--- config.mk ---
export PLATFORM = sky130hd
export DESIGN_NAME = sclDivSearch
export DESIGN_NICKNAME = d
export VERILOG_FILES = /design/src/rtl/sclDivPkg.sv /design/src/rtl/sclDivCtl.sv /design/src/rtl/sclDivDp.sv /design/src/rtl/sclDivSearch.sv
export SDC_FILE = /design/constraint.sdc
export NUM_CORES = 1
export LEC_CHECK = 0
export BUFFER_PORTS_ARGS = -buffer_cell sky130_fd_sc_hd__clkbuf_2
export CORE_MARGIN = 1.5
export CORE_UTILIZATION = 64
export CTS_BUF_LIST = sky130_fd_sc_hd__clkbuf_8
export DETAILED_ROUTE_END_ITERATION = 10
export GPL_ROUTABILITY_DRIVEN = 0
export PLACE_DENSITY = 0.83
export SLEW_MARGIN = 30
export SYNTH_ARGS = -nofsm -noshare
export SYNTH_HDL_FRONTEND = slang
export SYNTH_SLANG_ARGS = --single-unit
--- constraint.sdc ---
create_clock -name clk -period 6.4 [get_ports clk]
set_clock_uncertainty 0.1 [all_clocks]
set_input_delay 0 -clock clk [delete_from_list [all_inputs] [get_ports clk]]
set_output_delay 0 -clock clk [all_outputs]
set_load 0.02 [all_outputs]
--- src/rtl/sclDivPkg.sv ---
package sclDivPkg;

  // strobes from the sequencer to the datapath
  typedef struct packed {
    logic capture;   // latch request, reset best tracking
    logic divInit;   // load divider with current candidate
    logic divStep;   // one restoring division step
    logic evalCand;  // compare quotient against best
    logic nextHi;    // advance clock-high count
    logic nextPre;   // advance prescaler code, clock-high back to 1
    logic finish;    // publish derived fields
    logic abort;     // publish zero-clock error
  } ctlStrobeT;

  typedef enum logic [2:0] {
    ST_IDLE, ST_INIT, ST_DIV, ST_CMP, ST_FIN, ST_ABT
  } ctlStateT;

endpackage

--- src/rtl/sclDivCtl.sv ---
module sclDivCtl
  import sclDivPkg::*;
#(
  parameter int W = 32
) (
  input  logic       clk,
  input  logic       rstN,
  input  logic       start,
  input  logic       clkZero,
  input  logic       exactHit,
  input  logic       lastHi,
  input  logic       lastPre,
  output ctlStrobeT  stb,
  output logic       busy
);
  localparam int CNT_W = $clog2(W);

  ctlStateT state, nextState;
  logic [CNT_W-1:0] stepCnt;

  always_comb begin
    stb = '0;
    nextState = state;
    case (state)
      ST_IDLE: if (start) begin
        stb.capture = 1'b1;
        nextState = clkZero ? ST_ABT : ST_INIT;
      end
      ST_INIT: begin
        stb.divInit = 1'b1;
        nextState = ST_DIV;
      end
      ST_DIV: begin
        stb.divStep = 1'b1;
        if (stepCnt == CNT_W'(W - 1)) nextState = ST_CMP;
      end
      ST_CMP: begin
        stb.evalCand = 1'b1;
        if (exactHit || (lastHi && lastPre)) nextState = ST_FIN;
        else begin
          if (lastHi) stb.nextPre = 1'b1;
          else        stb.nextHi  = 1'b1;
          nextState = ST_INIT;
        end
      end
      ST_FIN: begin
        stb.finish = 1'b1;
        nextState = ST_IDLE;
      end
      ST_ABT: begin
        stb.abort = 1'b1;
        nextState = ST_IDLE;
      end
      default: nextState = ST_IDLE;
    endcase
  end

  always_ff @(posedge clk) begin
    if (!rstN) begin
      state   <= ST_IDLE;
      stepCnt <= '0;
    end else begin
      state <= nextState;
      if (stb.divInit)      stepCnt <= '0;
      else if (stb.divStep) stepCnt <= stepCnt + 1'b1;
    end
  end

  assign busy = (state != ST_IDLE);

endmodule

--- src/rtl/sclDivDp.sv ---
module sclDivDp
  import sclDivPkg::*;
#(
  parameter int W      = 32,
  parameter int PRE_N  = 8,
  parameter int HI_MAX = 31
) (
  input  logic                            clk,
  input  logic                            rstN,
  input  ctlStrobeT                       stb,
  input  logic [W-1:0]                    refFreq,
  input  logic [W-1:0]                    targetRate,
  output logic                            clkZero,
  output logic                            exactHit,
  output logic                            lastHi,
  output logic                            lastPre,
  output logic                            done,
  output logic                            errFlag,
  output logic [$clog2(PRE_N)-1:0]        preCode,
  output logic [$clog2(HI_MAX+1)-1:0]     clkHi,
  output logic [$clog2(HI_MAX+1):0]       clkLo,
  output logic [$clog2(HI_MAX+1)-1:0]     setHold,
  output logic [$clog2(HI_MAX+1)-2:0]     dataVld
);
  localparam int PRE_W = $clog2(PRE_N);
  localparam int HI_W  = $clog2(HI_MAX + 1);
  localparam int LO_W  = HI_W + 1;
  localparam int DV_W  = HI_W - 1;
  localparam int DVR_W = $clog2(3 * HI_MAX + 5);

  logic [W-1:0]     refQ, tgtQ, bestErr, quoQ;
  logic [PRE_W-1:0] preIdx, bestPre;
  logic [HI_W-1:0]  hiCnt, bestHi;
  logic [DVR_W-1:0] remQ, divisorQ, baseDiv, extraDiv, divisorC;
  logic [DVR_W:0]   shl, diff;
  logic             ge;
  logic [W-1:0]     absErr;

  // period divisor for the current candidate
  always_comb begin
    if (hiCnt == HI_W'(1)) baseDiv = DVR_W'(6);
    else baseDiv = DVR_W'(3) * DVR_W'(hiCnt) + DVR_W'(2);
    if (preIdx == '0)              extraDiv = DVR_W'(2);
    else if (preIdx == PRE_W'(1))  extraDiv = DVR_W'(1);
    else                           extraDiv = '0;
    divisorC = baseDiv + extraDiv;
  end

  assign shl    = {remQ, quoQ[W-1]};
  assign diff   = shl - {1'b0, divisorQ};
  assign ge     = (shl >= {1'b0, divisorQ});
  assign absErr = (tgtQ > quoQ) ? (tgtQ - quoQ) : (quoQ - tgtQ);

  assign clkZero  = (refFreq == '0);
  assign exactHit = (absErr == '0);
  assign lastHi   = (hiCnt == HI_W'(HI_MAX));
  assign lastPre  = (preIdx == PRE_W'(PRE_N - 1));

  always_ff @(posedge clk) begin
    if (!rstN) begin
      refQ <= '0; tgtQ <= '0; bestErr <= '1; quoQ <= '0;
      preIdx <= '0; bestPre <= '0; hiCnt <= HI_W'(1); bestHi <= '0;
      remQ <= '0; divisorQ <= '0;
      done <= 1'b0; errFlag <= 1'b0;
      preCode <= '0; clkHi <= '0; clkLo <= '0; setHold <= '0; dataVld <= '0;
    end else begin
      done <= 1'b0;
      if (stb.capture) begin
        refQ    <= refFreq;
        tgtQ    <= targetRate;
        bestErr <= '1;
        bestPre <= '0;
        bestHi  <= '0;
        preIdx  <= '0;
        hiCnt   <= HI_W'(1);
      end
      if (stb.divInit) begin
        quoQ     <= refQ >> preIdx;
        remQ     <= '0;
        divisorQ <= divisorC;
      end
      if (stb.divStep) begin
        remQ <= ge ? diff[DVR_W-1:0] : shl[DVR_W-1:0];
        quoQ <= {quoQ[W-2:0], ge};
      end
      if (stb.evalCand && (absErr < bestErr)) begin
        bestErr <= absErr;
        bestPre <= preIdx;
        bestHi  <= hiCnt;
      end
      if (stb.nextHi) hiCnt <= hiCnt + 1'b1;
      if (stb.nextPre) begin
        preIdx <= preIdx + 1'b1;
        hiCnt  <= HI_W'(1);
      end
      if (stb.finish) begin
        done    <= 1'b1;
        errFlag <= 1'b0;
        preCode <= bestPre;
        clkHi   <= bestHi;
        if (bestHi < HI_W'(2)) begin
          clkLo   <= LO_W'(3);
          setHold <= HI_W'(2);
          dataVld <= DV_W'(1);
        end else begin
          clkLo   <= {bestHi, 1'b0};
          setHold <= bestHi;
          dataVld <= bestHi[HI_W-1:1];
        end
      end
      if (stb.abort) begin
        done    <= 1'b1;
        errFlag <= 1'b1;
        preCode <= '0; clkHi <= '0; clkLo <= '0; setHold <= '0; dataVld <= '0;
      end
    end
  end

endmodule

--- src/rtl/sclDivSearch.sv ---
module sclDivSearch
  import sclDivPkg::*;
#(
  parameter int W      = 32,
  parameter int PRE_N  = 8,
  parameter int HI_MAX = 31
) (
  input  logic                        clk,
  input  logic                        rstN,
  input  logic                        start,
  input  logic [W-1:0]                refFreq,
  input  logic [W-1:0]                targetRate,
  output logic                        busy,
  output logic                        done,
  output logic                        errFlag,
  output logic [$clog2(PRE_N)-1:0]    preCode,
  output logic [$clog2(HI_MAX+1)-1:0] clkHi,
  output logic [$clog2(HI_MAX+1):0]   clkLo,
  output logic [$clog2(HI_MAX+1)-1:0] setHold,
  output logic [$clog2(HI_MAX+1)-2:0] dataVld
);
  ctlStrobeT stb;
  logic clkZero, exactHit, lastHi, lastPre;

  sclDivCtl #(.W(W)) ctl_i (
    .clk(clk), .rstN(rstN), .start(start), .clkZero(clkZero),
    .exactHit(exactHit), .lastHi(lastHi), .lastPre(lastPre),
    .stb(stb), .busy(busy)
  );

  sclDivDp #(.W(W), .PRE_N(PRE_N), .HI_MAX(HI_MAX)) dp_i (
    .clk(clk), .rstN(rstN), .stb(stb), .refFreq(refFreq), .targetRate(targetRate),
    .clkZero(clkZero), .exactHit(exactHit), .lastHi(lastHi), .lastPre(lastPre),
    .done(done), .errFlag(errFlag), .preCode(preCode), .clkHi(clkHi),
    .clkLo(clkLo), .setHold(setHold), .dataVld(dataVld)
  );

endmodule

# After elaboration in Yosys (flattened, before gate mapping)
# Cells that the tools add are included.
# totals
out_inout_bits	26
latchBits	0
ramBits	0
wordCells	103
romBits	0
mem_count	0
register_bits	191
inputBits	67
# op_classes
n_div	0
mux	40
n_shift	1
mul	1
reduce_logical	17
n_bitwise	1
magnitude_cmp	4
n_eq_ne	12
addsub	8
# ops
cell	count
$mux W32	5
$logic_not A32 Y1	2
$sub A32 B32 Y32	2
$mux W7	5
$gt A32 B32 Y1	1
$lt A32 B32 Y1	1
$shr A32 B3 Y32	1
$mux W5	5
$mux W3	8
$mux W1	13
$pmux W3 S4	1
$add A5 B1 Y5 const B	2
$eq A5 B5 Y1 const B	2
$reduce_bool A2 Y1	5
$eq A3 B3 Y1 const B	3
$ge A8 B7 Y1	1
$add A7 B2 Y7 const B	1
$add A7 B7 Y7	1
$mul A2 B5 Y7 const A	1
$sub A7 B7 Y7	1
$eq A3 B1 Y1 const B	2
$eq A3 B2 Y1 const B	2
$logic_not A3 Y1	2
$mux W6	1
other kinds (13)	16

# Depth between registers and ports, before layout
# Gate-level depths: netlist of the first run.
# logic_depth
word_depth	8
depth_mapped	28
depth_no_buf	25

# Hierarchy
# From an unflattened synthesis of the first run, not the netlist that was laid out.
# unflattened
hier_cells	1695
hier_area_um2	13797.0
# modules_own_cells
mod	cells_per_inst	area_per_inst_um2	seq_area_each_um2	n_inst
sclDivDp	1644	13355.3	3523.4	1
sclDivCtl	51	441.7	160.2	1

# Worst setup path after synthesis of the first run
# Ideal clock, no wire load.
# synth_path
kind	register to register
startpoint	reg dp_i.quoQ[17]
endpoint	reg dp_i.bestErr[1]
t_arrival_ns	4.793
stages_incl_launch_ff	28
period_less_slack_ns	5.020
required_time_ns	6.173
path_slack_ns	1.380
cell_sequence	dfxtp_1 > inv_1 > ha_1 > buf_4 > a21oi_2 > o21ai_1 > a221oi_1 > nand3_2 > a21oi_4 > buf_6 > mux2i_1 > xor2_1 > inv_1 > ha_1 > a21o_1 > a21o_1 > a21o_1 > a21o_1 > a21o_1 > a21oi_1 > nor2b_1 > o21ai_0 > o31ai_1 > a211oi_2 > buf_2 > buf_4 > mux2i_1 > nand2_1
# synth_between
elab_chain_cells	5
word_cells_on_any_way	8
cone_classes	add/sub: 2; order compare: 2; mux: 2; reduce/logical: 2
# synth_rtl
item	line	source
from (decl)	sclDivDp.sv:31	logic [W-1:0] refQ, tgtQ, bestErr, quoQ;
from (signal assigned)	sclDivDp.sv:78	quoQ <= refQ >> preIdx;
from (signal assigned)	sclDivDp.sv:84	quoQ <= {quoQ[W-2:0], ge};
$sub A32 B32 Y32 / $gt A32 B32 Y1 (equally long branches)	sclDivDp.sv:52	assign absErr = (tgtQ > quoQ) ? (tgtQ - quoQ) : (quoQ - tgtQ);
$mux W32 (*)	sclDivDp.sv:52	
$lt A32 B32 Y1	sclDivDp.sv:86	if (stb.evalCand && (absErr < bestErr)) begin
$logic_and A1 B1 Y1	sclDivDp.sv:86	
$mux W32 / $reduce_bool A2 Y1 (equally long branches)	-	
to (signal assigned)	sclDivDp.sv:87	bestErr <= absErr;
to (decl)	sclDivDp.sv:31	
# Mark *: on every way between the ends. The rest lies on a longest branch, timed or not.
# A chain may end at the register's enable or synchronous reset.

# Worst setup path after layout of the first run
# layout_path
startpoint	reg dp_i.quoQ[5]
endpoint	reg dp_i.bestErr[14]
# The elaborated chain is that of the path after synthesis.

==> results of run 1 <==
==> critical path, cell delays in order (launching register included) <==
cell and delay [ns]:
dfxtp_1 0.42, inv_1 0.06, ha_1 0.54, nand4_4 0.14, nor3_2 0.27, nor3b_4 0.30, nand2_2 0.16, a21oi_4 0.56
mux2i_1 0.30, xnor2_1 0.18, buf_4 0.18, inv_1 0.04, ha_1 0.29, a21o_1 0.18, a21o_1 0.16, a21o_1 0.19
a21oi_1 0.14, nor2b_1 0.06, o21ai_0 0.14, nand2b_1 0.07, a21oi_1 0.18, o31ai_1 0.12, a211oi_4 0.18, buf_4 0.41
and2_1 0.21, o21ai_0 0.09
==> final timing paths <==
path / from / endpoint / cells past startpoint
max: dp_i.quoQ[5] / dp_i.bestErr[14] / 25
min: targetRate[13] / dp_i.tgtQ[13] / 4
max reg2reg: dp_i.quoQ[5] / dp_i.bestErr[14] / 25
min reg2reg: dp_i.clkHi[4] / dp_i.clkHi[4] / 2
==> synthesized netlist by cell type, types with 3 or more instances <==
library cell	instances
inv_1	146
a211oi_1	41
mux4_2	24
or2_2	3
nand2_2	4
buf_1	9
buf_4	24
o211a_1	4
and2_1	34
a21oi_1	142
nand2_1	234
a21boi_1	8
a21o_1	32
or3_1	3
o31ai_1	8
fa_1	5
ha_1	120
xnor2_1	22
nor3_1	44
buf_2	11
nand2b_1	9
clkbuf_1	68
and4_1	4
nor3b_1	6
o21bai_1	9
nand3b_1	13
o211ai_1	4
and3_1	7
nor2b_1	57
o21ai_0	81
o21a_1	7
nand4_1	25
buf_6	5
a21boi_0	70
dfxtp_1	184
o21ai_1	11
xor2_1	21
a221oi_1	7
a31oi_1	4
mux2i_1	63
nor4_1	12
a22oi_1	17
nand3_1	14
o22ai_1	3
nor2_1	78
==> what timing repair did <==
item	in CTS	in global routing
gates resized for setup	0	0
endpoints found under the hold margin	113	0
hold buffers	76	0
==> per-stage QoR <==
| step | setup slack [ns] | cell area (sq um) | cells |
|---|---|---|---|
| 6_report | 0.5472 | 15470 | 2118 |
| 5_1_grt | 0.1042 | 15470 | 2118 |
| 4_1_cts | 0.6424 | 15440 | 2116 |
| 3_5_place_dp | 0.6729 | 14300 | 2009 |
| 3_3_place_gp | 0.8738 | 14300 | 2009 |
| 2_1_floorplan | 1.380 | 13970 | 1748 |
==> layout make-up <==
cell class | instances | area share
repair buffers | 180 | 0.08620
diodes | 1 | 0.0001617
clock buffers | 18 | 0.01601
well taps | 275 | 0.02224
inverters | 147 | 0.03566
multi-input cells | 1300 | 0.5930
clock inverters | 13 | 0.008490
flip-flops and latches | 184 | 0.2382
==> registers in the layout (all words and copies together) (netlist names), 5 cells and up <==
register       count
dp_i.divisorQ      7
dp_i.bestErr      32
dp_i.remQ          7
dp_i.refQ         32
dp_i.hiCnt         5
dp_i.quoQ         32
dp_i.clkHi         5
dp_i.tgtQ         32
ctl_i.stepCnt      5
dp_i.bestHi        5
==> metal layers <==
| layer | vias up | global-route usage |
|---|---|---|
| met5 | - | 0 |
| met4 | 0 | 0.1272 |
| met3 | 106 | 0.05485 |
| met2 | 580 | 0.5541 |
| met1 | 6069 | 0.4290 |
| li1 | 6262 | - |
==> report_power, final <==
part           internal, mW  total (mW)  switching, mW
Sequential             1.22        1.30         0.0799
Combinational         0.913        2.36           1.45
Clock                 0.297       0.783          0.486
==> cell families (layout without fill, tap and decap cells) <==
| logic type | Yosys count | in the layout |
|---|---|---|
| muxes | 91 | 91 |
| DFF | 184 | 184 |
| buffers and inverters | 264 | 358 |
| and+or+nand+nor | 562 | 562 |
| AOI/OAI and AO/OA | 477 | 477 |
| adders and majority gates | 125 | 125 |
| xor gates and xnor gates | 45 | 45 |
| other | 0 | 1 |
==> impl_metrics.yaml, run 1 <==
routing:
  route.detailed.drc: 0
  viasPerCell: 6.146
  ant_nets: 0
  wl_met3_um: 2749
  highest_layer: "met4"
  firstDrtPassIters: 6
  dr.first_iter.drc_count: 1164
  met2_length_um: 17540
  avgRoutedWirePerCell_um: 17.50
  drt_wl_total_um: 37080
  met1Wirelength_um: 15620
  dr_total_vias: 13020
cells_and_area:
  final_cell_mix: "233 x nand2_1, 182 x dfxtp_1, 146 x inv_1, 141 x a21oi_1, 120 x ha_1"
  n_fill_cell: 1617
  ff_latch_area_sq_um: 3686
  fin_util: 0.7292
  final_nets: 2022
  multiInputGateArea_sq_um: 9176
  drive_gt1_frac: 0.1097
  layout_commonest_cell: "nand2_1"
  syn2layout_area_growth_pct: 10.80
placement:
  dp_hpwl_um: 26010
  port_buffers: 92
yosys:
  netlist_top_cells_area: "dfxtp_1 26%, ha_1 11%, nand2_1 6.3%"
  synth-edff-count: 0
  synth_area_per_cell_sq_um: 7.990
  synth_ff_type: "dfxtp_1"
  synth_top_area_cell: "dfxtp_1"
  ys_ff_latch: 184
  ys_types: 86
  ys_warn_count: 0
  synth-compound-area-share: 0.2233
  synth_nets: 1940
  synthMuxAreaShare: 0.08708
  synth_async_sr_flop_share: 0
  synth-seq-area-share: 0.2638
  yosysTopAreaCellShare: 0.2638
  synthSimpleGateAreaFrac: 0.2008
  synth_fa_ha_area_frac: 0.1147
  synthXorXnorAreaFrac: 0.02930
  netlist_instances: 1748
  synth_area_sq_um: 13970
  synth_top_family_by_area: "compound AO/OA/AOI/OAI gates"
sta:
  max_slew.worst_pin.slew_ns: 0.9915
  max_freq_mhz: 170.9
  grt_setup_unrepaired: "no"
  finalHoldViolCount: 0
  slew_headroom: 0.3390
  finalSetupViolCount: 0
  holdWs_ns: 0.2042
  period_minus_slack_ns: 5.853
  final_max_slew_viol_count: 0
  setup_tns_ns: 0
  timing.final.crit_share: 0.9145
clock_tree:
  cts_buffers: 17
  numClockSinks: 184
  worstSkewPairLatency_ns: 0.48
  cts_root_buffer: "clkbuf_8"
  cts_tree: "yes"
  clock_path_buffers: 2
  path_clk_slew_ns: 0.11
  ctsHtreeMaxLevel: 4
  cts_setup_buffers: 0
floorplanning:
  dieWidth_um: 150.7
  die-area_sq_um: 22720
  initial_utilization: 0.6581
  fp-row-count: 53
  fp.dieH_um: 150.7
  design.core.area_sq_um: 21220
  num_io_pins: 93
power:
  p_leak_nw: 6.592
  totalPowerFinal_mw: 4.446
  powerDensity_nw_per_um2: 287.3
  ir_drop_v: 0.0001651
global_route:
  grt_pass1_vias: 12410
  grt_pass1_wl_um: 60710
  grt_max_degree: 106
  track_usage: 0.3321
  grt_antenna_before_repair: 1
  grt_remaining_overflow: 0
setup_path:
  crit_type: "reg2reg"
  endpoint_kind: "flop"
  cp-start-kind: "flop"
  path_max_fanout: 51
  crit_arrival_ns: 6.08
  reg2reg_slack_ns: 0.55
  crit_required_ns: 6.63
job:
  maxCapViolCount: 0
status:
  status: "completed"
hold_path:
  hp-class: "in2reg"
(Power assumes the default switching activity.)
==> inputs of run 2 (changes only) <==
--- a/config.mk
+++ b/config.mk
@@ -5,13 +5,15 @@
 export SDC_FILE = /design/constraint.sdc
 export NUM_CORES = 1
 export LEC_CHECK = 0
+export ABC_AREA = 0
 export BUFFER_PORTS_ARGS = -buffer_cell sky130_fd_sc_hd__clkbuf_2
 export CORE_MARGIN = 1.5
-export CORE_UTILIZATION = 64
+export CORE_UTILIZATION = 45
 export CTS_BUF_LIST = sky130_fd_sc_hd__clkbuf_8
 export DETAILED_ROUTE_END_ITERATION = 10
 export GPL_ROUTABILITY_DRIVEN = 0
-export PLACE_DENSITY = 0.83
+export PLACE_DENSITY = 0.61
+export RECOVER_POWER = 25
 export SLEW_MARGIN = 30
 export SYNTH_ARGS = -nofsm -noshare
 export SYNTH_HDL_FRONTEND = slang
==> run 2 against run 1 <==
The run now ends with max-capacitance violations, max-slew violations left. Total power up 0.34%. Critical endpoint is now dp_i.bestErr[28]. Global-route usage down 9.4 points. Sequential share of layout area down 0.22 points. Critical path depth down 1. First-iteration DRC count down 14%. Register-to-register slack better by 0.05 ns. Routed wire length down 0.61%. Combinational power about the same.
==> impl_metrics.yaml, run 2 (same netlist as run 1, synthesis figures left out) <==
cells_and_area:
  syn2layout_area_growth_pct: 11.84
  num_antenna_cells: 0
  final_cell_mix: "233 x nand2_1, 182 x dfxtp_1, 146 x inv_1, 141 x a21oi_1, 120 x ha_1"
  final_nets: 2024
  finalNonFillerCells: 2241
  fin_util: 0.5106
  drive_gt1_frac: 0.09810
  layout_commonest_cell: "nand2_1"
routing:
  firstDrtPassIters: 6
  drt_wl_total_um: 36850
  viasPerCell: 5.530
  avgRoutedWirePerCell_um: 16.44
  dr_total_vias: 12390
  ant_nets: 0
  route.detailed.drc: 0
  dr.first_iter.drc_count: 1005
sta:
  fin_ws_ns: 0.5965
  period_minus_slack_ns: 5.804
  grt_setup_unrepaired: "no"
  finalHoldViolCount: 0
  finalSetupViolCount: 0
  final_max_slew_viol_count: 46
  timing.final.crit_share: 0.9068
  setup_tns_ns: 0
  slew_headroom: -0.6891
  max_slew.worst_pin.slew_ns: 2.532
  max_freq_mhz: 172.3
status:
  status: "complete, but fails checks"
  violations: "max-capacitance violations, max-slew violations"
setup_path:
  crit_required_ns: 6.68
  cpPeakStageDelay_ns: 0.58
  crit_path_cell_trace: "inv_1 -> ha_1 -> a21oi_2 -> o21ai_1 -> a221oi_1 -> nand3_2 -> a21oi_4 -> mux2i_1 -> xor2_1 -> inv_1 -> ha_1 -> a21o_1 -> a21o_1 -> a21o_1 -> a21o_1 -> a21o_1 -> a21oi_1 -> nor2b_1 -> o21ai_0 -> o31ai_1 -> a211oi_4 -> buf_12 -> mux2i_1 -> nand2_1"
  path_buf_inv: 3
  cp_top_family: "compound AO/OA/AOI/OAI gates"
  crit_path_start: "dp_i.quoQ[17]"
  cpMaxStageDelayCell: "a21oi_4"
  crit_cells: 24
  rr_worst_depth: 24
  r2r-end: "dp_i.bestErr[28]"
  crit_type: "reg2reg"
  cp-start-kind: "flop"
  crit_top_cell: "a21o_1"
  crit_end: "dp_i.bestErr[28]"
  reg2reg_slack_ns: 0.60
  crit_arrival_ns: 6.08
  r2r_start: "dp_i.quoQ[17]"
  endpoint_kind: "flop"
  path_max_fanout: 58
power:
  totalPowerFinal_mw: 4.461
  p_leak_nw: 6.479
  powerDensity_nw_per_um2: 285.6
  ir_drop_v: 0.0001749
clock_tree:
  cts_tree: "yes"
  ctsHtreeMaxLevel: 4
  cts_root_buffer: "clkbuf_8"
  path_clk_slew_ns: 0.11
  cts_resized: 0
  cts_buffers: 17
  clock_path_buffers: 2
  numClockSinks: 184
  worstSkewPairLatency_ns: 0.52
placement:
  port_buffers: 92
  placed_cells: 2135
  dp_hpwl_um: 27490
  pre_cts_slack_ns: 0.6806
global_route:
  track_usage: 0.2377
  grt_max_degree: 99
  grt_pass1_vias: 11680
  grt_antenna_before_repair: 0
  grt_remaining_overflow: 0
  grt_pass1_wl_um: 60290
floorplanning:
  fp-row-count: 64
  initial_utilization: 0.4566
  design.core.area_sq_um: 30590
  fp.dieH_um: 179.2
  dieWidth_um: 179.2
  die-area_sq_um: 32100
  num_io_pins: 93
job:
  maxCapViolCount: 1
hold_path:
  hp-class: "in2reg"
## run 2: changes by cell type in the layout (fill, tap and decap cells not counted), sizes merged
| cell | change |
|---|---|
| buf | +4 |
| clkinv | +1 |
| diode | -1 |
| dlygate4sd3 | -2 |
## run 2: per-stage QoR
step | hold WS [ns] | cell area, sq um
6_report | 0.1720 | 15620
5_1_grt | 0.1608 | 15620
4_1_cts | 0.1309 | 15660
3_5_place_dp | 0.1431 | 14540
3_3_place_gp | 0.1391 | 14490
2_1_floorplan | 0.04492 | 13970
## run 2: area by class of cell
class,count,area (sq um)
Clock buffer,18,247.7
Timing Repair Buffer,182,1325
Sequential cell,184,3686
Fill cell,3029,14970
Inverter,147,551.8
Multi-Input combinational cell,1300,9183
Clock inverter,14,131.4
Tap cell,396,495.5
## run 2: worst min-delay path by stage
| stage | from | to | cells after the start |
|---|---|---|---|
| 2_1_floorplan | refFreq[0] | dp_i.refQ[0] | 2 |
| 3_3_place_gp | targetRate[7] | dp_i.tgtQ[7] | 3 |
| 3_5_place_dp | targetRate[20] | dp_i.tgtQ[20] | 3 |
| 4_1_cts | targetRate[4] | dp_i.tgtQ[4] | 4 |
| 5_1_grt | targetRate[27] | dp_i.tgtQ[27] | 4 |
| 6_report | targetRate[3] | dp_i.tgtQ[3] | 4 |
## run 2: power by group
group | switching, mW | internal (mW) | total [mW]
registers | 0.0787 | 1.22 | 1.30
clock network | 0.493 | 0.295 | 0.788
logic | 1.45 | 0.922 | 2.37
total | 2.02 | 2.44 | 4.46
## run 2: what timing repair did
action	CTS	global route
endpoints found under the hold margin	97	0
hold buffers	74	0
buffers inserted	0	0
## run 2: worst min-delay path, stage by stage
cell	delay (ns)
dlygate4sd3_1	0.53
clkbuf_2	0.10
nand2_1	0.04
a21boi_0	0.06
## run 2: layer usage
metal	track usage	vias to the layer above	wire length, um
met2	0.3851	306	16880
li1	-	6259	-
met1	0.3244	5791	17680
met4	0.06749	0	668
met5	0	-	0
met3	0.03902	37	1623
==> inputs of run 3 (changes only) <==
--- a/config.mk
+++ b/config.mk
@@ -12,9 +12,10 @@
 export CTS_BUF_LIST = sky130_fd_sc_hd__clkbuf_8
 export DETAILED_ROUTE_END_ITERATION = 10
 export GPL_ROUTABILITY_DRIVEN = 0
-export PLACE_DENSITY = 0.61
+export PLACE_DENSITY = 0.6
 export RECOVER_POWER = 25
 export SLEW_MARGIN = 30
 export SYNTH_ARGS = -nofsm -noshare
 export SYNTH_HDL_FRONTEND = slang
+export SYNTH_HIERARCHICAL = 1
 export SYNTH_SLANG_ARGS = --single-unit
==> run 3 against run 2 <==
The flow still finishes with violations (max-capacitance violations, max-slew violations). Synthesized cell count shrank 3.0%. Clock-buffer cell count increased by 2. Global-route usage shrank 0.052 points. Fmax down 1.3%. Routed wire length decreased by 0.19%. Design area decreased by 1.1%. Register-to-register slack lost 0.08 ns. Critical endpoint is now dp_i/hiCnt[0]. Largest power group unchanged. Highest routed layer unchanged.
==> impl_metrics.yaml, run 3 <==
status:
  status: "complete, but fails checks"
  violations: "max-capacitance violations, max-slew violations"
routing:
  ant_nets: 0
  firstDrtPassIters: 5
  avgRoutedWirePerCell_um: 16.82
  route.detailed.drc: 0
  viasPerCell: 5.519
  drt_wl_total_um: 36780
  dr_total_vias: 12070
  dr.first_iter.drc_count: 869
yosys:
  synth_area_sq_um: 13800
  synth-edff-count: 0
  netlist_instances: 1695
  ys_ff_latch: 184
  netlist_top_cells_area: "dfxtp_1 27%, ha_1 11%, mux2i_1 7.7%"
  synth-seq-area-share: 0.2670
  yosysTopAreaCellShare: 0.2670
  synth_nets: 1888
  post-synth-top-count-cell: "dfxtp_1"
  ys_types: 79
  synth_async_sr_flop_share: 0
  synth_top_area_cell: "dfxtp_1"
  ys_warn_count: 6
  synth_area_per_cell_sq_um: 8.140
  synth_ff_type: "dfxtp_1"
  synthTopCellsByCount: "184 x dfxtp_1, 159 x inv_1, 149 x a21oi_1"
sta:
  slew_headroom: -1.434
  finalHoldViolCount: 0
  period_minus_slack_ns: 5.881
  max_freq_mhz: 170.0
  setup_tns_ns: 0
  grt_setup_unrepaired: "no"
  finalSetupViolCount: 0
  max_slew.worst_pin.slew_ns: 3.650
  final_max_slew_viol_count: 238
  timing.final.crit_share: 0.9189
  fin_ws_ns: 0.5191
clock_tree:
  path_clk_slew_ns: 0.11
  cts_buffers: 17
  worstSkewPairLatency_ns: 0.50
  ctsHtreeMaxLevel: 4
  clock_path_buffers: 2
  cts_tree: "yes"
  numClockSinks: 184
  cts_resized: 0
  cts_root_buffer: "clkbuf_8"
cells_and_area:
  final_cell_mix: "183 x dfxtp_1, 159 x inv_1, 149 x a21oi_1, 128 x nor2b_1, 121 x ha_1"
  drive_gt1_frac: 0.09850
  multiInputGateArea_sq_um: 8984
  num_antenna_cells: 0
  syn2layout_area_growth_pct: 11.93
  final_nets: 1977
  n_fill_cell: 2881
  ff_latch_area_sq_um: 3685
  layout_commonest_cell: "dfxtp_1"
setup_path:
  cpPeakStageDelay_ns: 0.53
  crit_path_cell_trace: "ha_1 -> inv_1 -> fa_1 -> nand3_1 -> a21oi_2 -> o31ai_2 -> a311oi_2 -> o21bai_4 -> buf_4 -> mux2i_1 -> xor2_1 -> nand4_1 -> nor4_1 -> nand4_1 -> nor4_2 -> a21oi_1 -> and3_1 -> nand2b_1 -> or2_2"
  crit_type: "reg2reg"
  endpoint_kind: "flop"
  cp_top_family: "simple AND/OR/NAND/NOR gates"
  crit_top_cell: "nand4_1"
  crit_required_ns: 6.68
  crit_arrival_ns: 6.17
  cpMaxStageDelayCell: "o21bai_4"
  path_buf_inv: 2
  path_max_fanout: 16
  cp-start-kind: "flop"
floorplanning:
  design.core.area_sq_um: 29870
  dieWidth_um: 178.1
  fp-row-count: 63
  num_io_pins: 93
  fp.dieH_um: 178.1
  initial_utilization: 0.4618
  die-area_sq_um: 31720
global_route:
  grt_max_degree: 104
  grt_remaining_overflow: 0
  grt_pass1_wl_um: 59550
  grt_pass1_vias: 11370
  grt_antenna_before_repair: 0
  track_usage: 0.2372
placement:
  dp_hpwl_um: 27130
  port_buffers: 92
  pre_cts_slack_ns: 0.7130
power:
  powerDensity_nw_per_um2: 291.5
  p_leak_nw: 6.515
  ir_drop_v: 0.0001620
job:
  maxCapViolCount: 3
hold_path:
  hp-class: "in2reg"
[run 3: changes by cell type in the layout (fill, tap and decap cells not counted), sizes merged, moves of 17 or more]
cell and delta:
a211oi -20, a21boi -68, a22oi -17, a311oi +21
mux2i +43, nand2 -117, nor2b +71
[run 3: timing repair]
item	in CTS	in global routing
buffers inserted	0	0
hold buffers	74	0
hold endpoints to repair	109	0
[run 3: cell families (layout without fill, tap and decap cells)]
| group | count (synthesis) | in the layout | synth area share |
|---|---|---|---|
| adder cells (fa/ha/maj) | 126 | 126 | 0.1170 |
| AND/OR/NAND/NOR | 540 | 540 | 0.2105 |
| buffers and inverters | 274 | 376 | 0.08443 |
| flip-flops | 184 | 184 | 0.2670 |
| multiplexers | 131 | 131 | 0.1153 |
| XOR/XNOR | 42 | 42 | 0.02666 |
| AO/OA/AOI/OAI | 398 | 398 | 0.1792 |
[run 3: where the power goes]
group          switching (mW)  leakage [nW]  total (mW)  internal, mW
clock network           0.466         0.192       0.810         0.344
logic                    1.46          4.82        2.38         0.911
registers              0.0911          1.50        1.32          1.23
total                    2.02          6.51        4.50          2.48
[run 3: worst min-delay path, delay by kind of cell]
| kind | cells | cell delay, ns |
|---|---|---|
| muxes | 1 | 0.05 |
| and+or+nand+nor | 1 | 0.09 |
| buffers and inverters | 2 | 0.61 |
[run 3: layer usage]
metal	share of wire	GRT usage	wire (um)
met3	0.044	0.03559	1601
met2	0.45	0.3800	16710
met5	0	0	0
met4	0.025	0.07913	926
met1	0.48	0.3248	17540
[run 3: layout make-up]
class	instances	share of cell area
multi-input cells	1237	0.5818
flip-flops and latches	184	0.2386
repair buffers	184	0.08386
inverters	160	0.03889
well taps	390	0.03160
clock buffers	20	0.01783
clock inverters	12	0.007454
[run 3: path summary, 6_finish.rpt]
path	start	endpoint	slack (ns)	cells past startpoint
max	dp_i/quoQ[0]	dp_i/hiCnt[0]	0.52	19
min reg2reg	ctl_i/stepCnt[4]	ctl_i/stepCnt[4]	0.37	2
min	targetRate[11]	dp_i/tgtQ[11]	0.19	4
max reg2reg	dp_i/quoQ[0]	dp_i/hiCnt[0]	0.52	19
[run 3: stage by stage]
step                      std cells  total power, mW  area, sq um  hold WS, ns  utilization
after global routing           2187            4.822        15440       0.1998       0.5169
after global placement         2081            3.637        14360       0.1610       0.4805
after floorplan                1695            3.042        13800      0.06916            -
after detailed placement       2081            3.637        14360       0.1651       0.4806
after CTS                      2187            4.502        15490       0.1665       0.5185
final                          2187            4.501        15440       0.1939       0.5169
